<file path="src/rtl/resp_watchdog.sv">
`timescale 1ns/1ps
module resp_watchdog #(
  parameter int CLK_HZ = 125_000_000,
  parameter int FW     = 8
) (
  input  logic          clk,
  input  logic          rst_n,
  input  logic          cfg_load,
  input  logic          cfg_wd_on,
  input  logic          cfg_base_1ms,
  input  logic [FW-1:0] cfg_fact1,
  input  logic [FW-1:0] cfg_fact2,
  input  logic          frame_ok,
  output logic          timeout,
  output logic [2*FW-1:0] rem_view
);
  localparam int CPM = (CLK_HZ / 1000 < 1) ? 1 : CLK_HZ / 1000;
  localparam int PW  = (CPM > 1) ? $clog2(CPM) : 1;
  localparam logic [FW-1:0] F1_MIN = FW'(2);
  localparam logic [FW-1:0] F2_MIN = FW'(1);
  localparam logic [PW-1:0] PRE_TOP = PW'(CPM - 1);

  logic          mon_on, base_10;
  logic [FW-1:0] f1_q, f2_q, c1, c2;
  logic [PW-1:0] pres;
  logic [3:0]    dec;

  wire [FW-1:0] f1_in = (cfg_fact1 < F1_MIN) ? F1_MIN : cfg_fact1;
  wire [FW-1:0] f2_in = (cfg_fact2 < F2_MIN) ? F2_MIN : cfg_fact2;
  wire run       = mon_on & ~timeout;
  wire ms_tick   = run & (pres == PRE_TOP);
  wire unit_tick = ms_tick & (~base_10 | (dec == 4'd9));

  assign rem_view = {c1, c2};

  always_ff @(posedge clk) begin
    if (!rst_n) begin
      mon_on  <= 1'b0;
      base_10 <= 1'b1;
      f1_q    <= F1_MIN;
      f2_q    <= F2_MIN;
    end else if (cfg_load) begin
      mon_on  <= cfg_wd_on;
      base_10 <= ~cfg_base_1ms;
      f1_q    <= f1_in;
      f2_q    <= f2_in;
    end
  end

  always_ff @(posedge clk) begin
    if (!rst_n) begin
      pres    <= '0;
      dec     <= '0;
      c1      <= F1_MIN;
      c2      <= F2_MIN;
      timeout <= 1'b0;
    end else if (cfg_load) begin
      pres    <= '0;
      dec     <= '0;
      c1      <= f1_in;
      c2      <= f2_in;
      timeout <= 1'b0;
    end else if (frame_ok) begin
      pres    <= '0;
      dec     <= '0;
      c1      <= f1_q;
      c2      <= f2_q;
      timeout <= 1'b0;
    end else if (run) begin
      pres <= ms_tick ? '0 : pres + 1'b1;
      if (ms_tick)
        dec <= unit_tick ? 4'd0 : dec + 4'd1;
      if (unit_tick) begin
        if (c2 > F2_MIN) begin
          c2 <= c2 - 1'b1;
        end else if (c1 > F2_MIN) begin
          c1 <= c1 - 1'b1;
          c2 <= f2_q;
        end else begin
          c1      <= '0;
          c2      <= '0;
          timeout <= 1'b1;
        end
      end
    end
  end
endmodule

</file>
<file path="config.mk">
export PLATFORM = sky130hd
export DESIGN_NAME = resp_watchdog
export DESIGN_NICKNAME = d
export VERILOG_FILES = /design/src/rtl/resp_watchdog.sv
export SDC_FILE = /design/constraint.sdc
export NUM_CORES = 1
export LEC_CHECK = 0
export ABC_CLOCK_PERIOD_IN_PS = 3000
export BUFFER_PORTS_ARGS = -buffer_cell sky130_fd_sc_hd__buf_4
export CELL_PAD_IN_SITES_DETAIL_PLACEMENT = 0
export CELL_PAD_IN_SITES_GLOBAL_PLACEMENT = 1
export CORE_MARGIN = 4
export CORE_UTILIZATION = 40
export DETAILED_ROUTE_END_ITERATION = 8
export HOLD_SLACK_MARGIN = 0.06
export PLACE_DENSITY_LB_ADDON = 0.1
export SKIP_LAST_GASP = 1
export SLEW_MARGIN = 10
export SYNTH_ARGS = -nofsm -noshare
export SYNTH_HDL_FRONTEND = slang
export SYNTH_SLANG_ARGS = --single-unit
</file>
<file path="constraint.sdc">
create_clock -name clk -period 3 [get_ports clk]
set_clock_uncertainty 0.2 [all_clocks]
set_input_delay 0.45 -clock clk [delete_from_list [all_inputs] [get_ports clk]]
set_output_delay 0.45 -clock clk [all_outputs]
set_load 0.1 [all_outputs]
</file>
# Word-level counts from Yosys, hierarchy flattened
# Cells that the tools add are included.
[word_totals]
register_bits = 56
in_bits = 22
elab_cells = 53
[classes]
n_addsub = 4
order_cmp = 4
n_eq_ne = 3
n_mux = 16
bitwise = 10
reduce_logical = 7
[op_table]
columns = ["cell", "count"]
rows = [
  ["two-way mux 8 bit", 14],
  ["adder 17 x 1 -> 17 bit, second input constant", 1],
  ["== test 17 bit, second input constant", 1],
  ["two-way mux 17 bit", 1],
  ["> comparator 8 x 1 -> 1 bit, second input constant", 2],
  ["subtractor 8 x 1 -> 8 bit, second input constant", 2],
  ["< comparator 8 x 1 -> 1 bit, second input constant", 1],
  ["< comparator 8 x 2 -> 1 bit, second input constant", 1],
  ["inverter 1 bit", 6],
  ["nonzero test 3 bit", 2],
  ["adder 4 x 1 -> 4 bit, second input constant", 1],
  ["== test 4 bit, second input constant", 1],
  ["two-way mux 4 bit", 1],
  ["AND reduction 2 bit", 2],
  ["AND reduction 4 bit", 1],
  ["bitwise AND 1 bit", 3],
  ["inequality test 3 bit, second input constant", 1],
  ["AND reduction 3 bit", 1],
  ["OR reduction 3 bit", 1],
  ["bitwise OR 1 bit", 1],
]

# Depth between registers and ports, before layout
[depth]
word_depth = 8
mapped_depth = 8
mapped_depth_nobuf = 7

# Least setup slack after synthesis
# No wires, ideal clock.
[synth_path]
path_kind = "flip-flop to flip-flop"
start = "register c2[4]"
end = "register c1[4]"
setup_time_ns = 0.077
arrival_ns = 2.482
required_time_ns = 2.723
setup_slack_ns = 0.241
path_stages_with_launch = 7
n_path_buf = 1
period_less_slack_ns = 2.759
cell_sequence = "dfxtp_1 -> or4_1 -> buf_2 -> a2111oi_4 -> nand3_4 -> o41a_1 -> o22ai_1"
[synth_via]
elab_chain_cells = 3
[synth_rtl]
columns = ["item", "line", "text"]
rows = [
  ["start: declaration", "24", "logic [FW-1:0] f1_q, f2_q, c1, c2;"],
  ["start signal: assignment", "61", "c2 <= f2_in;"],
  ["start signal: assignment", "67", "c2 <= f2_q;"],
  ["start signal: assignment", "75", "c2 <= c2 - 1'b1;"],
  ["> comparator 8 x 1 -> 1 bit", "74", "if (c2 > F2_MIN) begin"],
  ["inequality test 3 bit (no source line)", "-", ""],
  ["AND reduction 3 bit (no source line)", "-", ""],
  ["end signal: assignment", "60", "c1 <= f1_in;"],
  ["end signal: assignment", "66", "c1 <= f1_q;"],
  ["end signal: assignment", "77", "c1 <= c1 - 1'b1;"],
  ["end: declaration", "24", ""],
]
# No other way between the ends.
# A chain may end at the register's enable or synchronous reset.

# Worst setup path in the final report
# Same ends and word-level chain as after synthesis.

==> flow_summary_export.csv <==
group,metric,value,unit
critical_path,crit_path_start_kind,"register",
detailed_routing,ant_nets,0,
die,std_cell_rows,30,
detailed_routing,drt-vias-per-instance,5.65,
die,dieArea,0.00879,sq mm
finish,post-route-util,48.6,%
synthesis,synthCells,347,
synthesis,post_synth_instance_area,0.00294,sq mm
synthesis,synth_simple_gate_area_share,27.3,%
critical_path,critical_path_buf_inv_count,0,
die,initial_utilization,42.1,%
clock_tree,post-cts-setup-buffer-count,0,
clock_tree,clk_latency,0.31,ns
global_routing,groute.usage.overall,18.4,%
critical_path,required,3.04,ns
critical_path,crit_path_arrival_time,2.57,ns
timing,grt_setup_unrepaired,"false",
timing,period_needed,2.53,ns
finish,layout_common_cells,"sky130_fd_sc_hd__dfxtp_1 (56), sky130_fd_sc_hd__nor2_1 (49), sky130_fd_sc_hd__buf_4 (41)",
timing,setup_viol,0,
finish,final_common_cell,"sky130_fd_sc_hd__dfxtp_1",
synthesis,postSynthAreaPerCell,8.47,sq um
synthesis,ys_flop_type,"sky130_fd_sc_hd__dfxtp_1",
worst_hold_path,holdPathStages,3,
detailed_routing,drc_violations_left,0,
detailed_routing,num_vias,2705,
status,result_of_the_run,"finished, final reports clean",
global_routing,grt_util_met1,27.0,%
synthesis,synth-adder-area-share,2.98,%
critical_path,cp_slowest_stage_delay,0.67,ns
synthesis,synth.area.mux_share,3.06,%
global_routing,grt_busiest_layer,"met2",
clock_tree,clock_tree_from_tritoncts,"built",
critical_path,worst-r2r-setup-slack,0.47,ns
timing,relSlewSlack,57.3,%
critical_path,worst_setup_path_end_kind,"register",
timing,max_slew.worst_pin.slew,0.638,ns
timing,worst_hold_slack,0.198,ns
finish,insertedDiodeCount,0,
detailed_routing,dr.first_iter.drc_count,215,
clock_tree,cts.hold.buffers_added,0,
synthesis,synth_warnings,0,
detailed_routing,drt_total_wl,7670,um
clock_tree,cts.sink_count,56,
global_routing,vias_in_the_first_global_route,2532,
finish,final_net_count,411,
place,dp.cells,471,
synthesis,post_synth_xor_area_fraction,5.66,%
die,boundaryPins,39,
timing,timing_hold_violations_final,0,
place,place.gp.congestion,0.830,
critical_path,worstSetupPathType,"register to register",
synthesis,synthDistinctLibCells,58,
critical_path,worstSetupPathDepth,5,
finish,final_layout_size_suffix_gt1_share,15.4,%
clock_tree,h_tree_level_count,2,
clock_tree,clk_path_buf_depth,2,
critical_path,critical_path.max_fanout,8,
clock_tree,cts_resized,0,
synthesis,synth.yosys.seq_area_share,38.1,%
critical_path,worstPathCellList,"or4_1, a2111oi_4, nand3_4, o41a_1, o22ai_1",
synthesis,synth_compound_gate_area_share,19.0,%
run,maxCapViolCount,0,
timing,finalSetupTns,0,ns
timing,finalCritPeriodShare,84.4,%
synthesis,post_synthesis_register_bit_count,56,
critical_path,critical-path-top-delay-family,"compound AO/OA/AOI/OAI gates",
clock_tree,clk_root_buffer_cell,"sky130_fd_sc_hd__clkbuf_8",
worst_hold_path,worstHoldPathType,"input pin to register",
place,numPortBuffers,38,
global_routing,grt_antenna_before_repair,0,
global_routing,first_pass_grt_wire_length,12900,um
global_routing,grtUsageMet3,2.72,%
detailed_routing,detailedRoute.firstPassIterationCount,7,
detailed_routing,wire_per_inst,16.0,um
clock_tree,clkSlewWorstSetupHoldPaths,0.10,ns
finish,stdcell_count,479,
place,placed_cell_area,0.00328,sq mm
finish,fillerInstances,732,
global_routing,groute.layer.met2.usage,27.9,%
timing,slew_violations,0,
place,dpl.hpwl,5680,um
finish,area_delta_synth_final,15.5,%
clock_tree,cts_inserted_buffers,5,
power_and_ir_drop,power_density,494,mW/mm^2
global_routing,grt_start_max_net_pins,31,
finish,stdcell_area,0.00340,sq mm
timing,timing.fmax,395,MHz
die,core-area,0.00698,sq mm
global_routing,grt.overflow.total,0,
critical_path,worst_reg2reg_path_length_in_cells,5,
power_and_ir_drop,ir_worst_vdd,0.198,mV
synthesis,async_reset_ff_share,0,%
power_and_ir_drop,power.leakage,1.30,nW
die,chipWidth,93.7,um
die,die_h,93.7,um
synthesis,synth.net_count,376,
synthesis,largest_family_of_logic_cells_by_synthesized_area,"simple AND/OR/NAND/NOR gates",
synthesis,number_of_enable_type_register_cells_in_the_synthesized_netlist,0,
critical_path,cp_slowest_cell,"sky130_fd_sc_hd__or4_1",
-- flip-flops by register name (all words and copies together), names as in the netlist --
name     flops
timeout      1
c1           8
c2           8
base_10      1
f2_q         8
pres        17
f1_q         8
dec          4
mon_on       1
-- metrics by stage --
step | power (W) | setup WS [ns]
2_1_floorplan | 0.00109 | 0.241
3_3_place_gp | 0.00119 | 0.526
3_5_place_dp | 0.00119 | 0.461
4_1_cts | 0.00170 | 0.473
5_1_grt | 0.00176 | 0.285
6_report | 0.00168 | 0.469
-- cell families (layout without fill, tap and decap cells) --
family	Yosys count	count (layout)
simple gates	155	155
compound gates	80	80
flops	56	56
buf+inv	21	57
xor+xnor	19	19
mux	9	9
fa+ha+maj	7	7
-- cell usage after synthesis (all sizes together) (2+ instances only) --
| library cell | number | share of area [%] |
|---|---|---|
| a21o | 2 | 0.51 |
| a21oi | 21 | 3.6 |
| a221oi | 3 | 0.89 |
| a222oi | 3 | 1.0 |
| a22oi | 5 | 1.3 |
| a31oi | 6 | 1.3 |
| and3 | 7 | 1.6 |
| and4 | 3 | 0.89 |
| and4b | 2 | 0.72 |
| buf | 4 | 0.68 |
| clkbuf | 9 | 2.2 |
| dfxtp | 56 | 38 |
| ha | 7 | 3.0 |
| inv | 7 | 0.89 |
| mux2i | 9 | 3.1 |
| nand2 | 25 | 3.2 |
| nand2b | 3 | 0.64 |
| nand3 | 17 | 3.3 |
| nand4 | 8 | 1.7 |
| nor2 | 49 | 6.3 |
| nor2b | 7 | 1.5 |
| nor3 | 14 | 2.8 |
| nor4 | 5 | 1.1 |
| o2111ai | 2 | 0.60 |
| o211a | 2 | 0.68 |
| o211ai | 4 | 1.0 |
| o21a | 2 | 0.51 |
| o21ai | 14 | 2.4 |
| o31ai | 6 | 1.5 |
| or2 | 3 | 0.64 |
| or3 | 4 | 0.85 |
| or4 | 3 | 0.77 |
| xnor2 | 5 | 1.5 |
| xor2 | 14 | 4.2 |
-- power by group --
group	switching (W)	internal, W	leakage [nW]
clock	0.000250	0.000253	0.0558
combinational	0.000258	0.000111	0.791
sequential	0.0000325	0.000774	0.458
total	0.000540	0.00114	1.30
-- worst min-delay path, stage by stage --
cell and delay, ns:
sky130_fd_sc_hd__buf_4 0.09, sky130_fd_sc_hd__mux2i_1 0.06, sky130_fd_sc_hd__nor2_1 0.07
-- final cells by class --
type                    count  area, sq um  share of cell area, %
multi-input cells         270         1710                   50.2
flip-flops and latches     56         1120                   33.0
repair buffers             41          308                   9.06
well taps                  96          120                   3.54
clock buffers               6         72.6                   2.14
clock inverters             2         38.8                   1.14
inverters                   8         30.0                  0.884
-- path summary, 6_finish.rpt --
check	start	to
setup reg to reg	c2[4]	c1[4]
setup / recovery	c2[4]	c1[4]
hold / removal	cfg_fact1[6]	f1_q[6]
hold reg to reg	f2_q[0]	f2_q[0]
-- routing by layer --
| layer | wire, um | share of wire, % | vias to the layer above |
|---|---|---|---|
| li1 | - | - | 1343 |
| met1 | 3800 | 50 | 1276 |
| met2 | 3440 | 45 | 79 |
| met3 | 339 | 4.4 | 7 |
| met4 | 86 | 1.1 | 0 |
| met5 | 0 | 0 | - |
(Power assumes the default switching activity.)
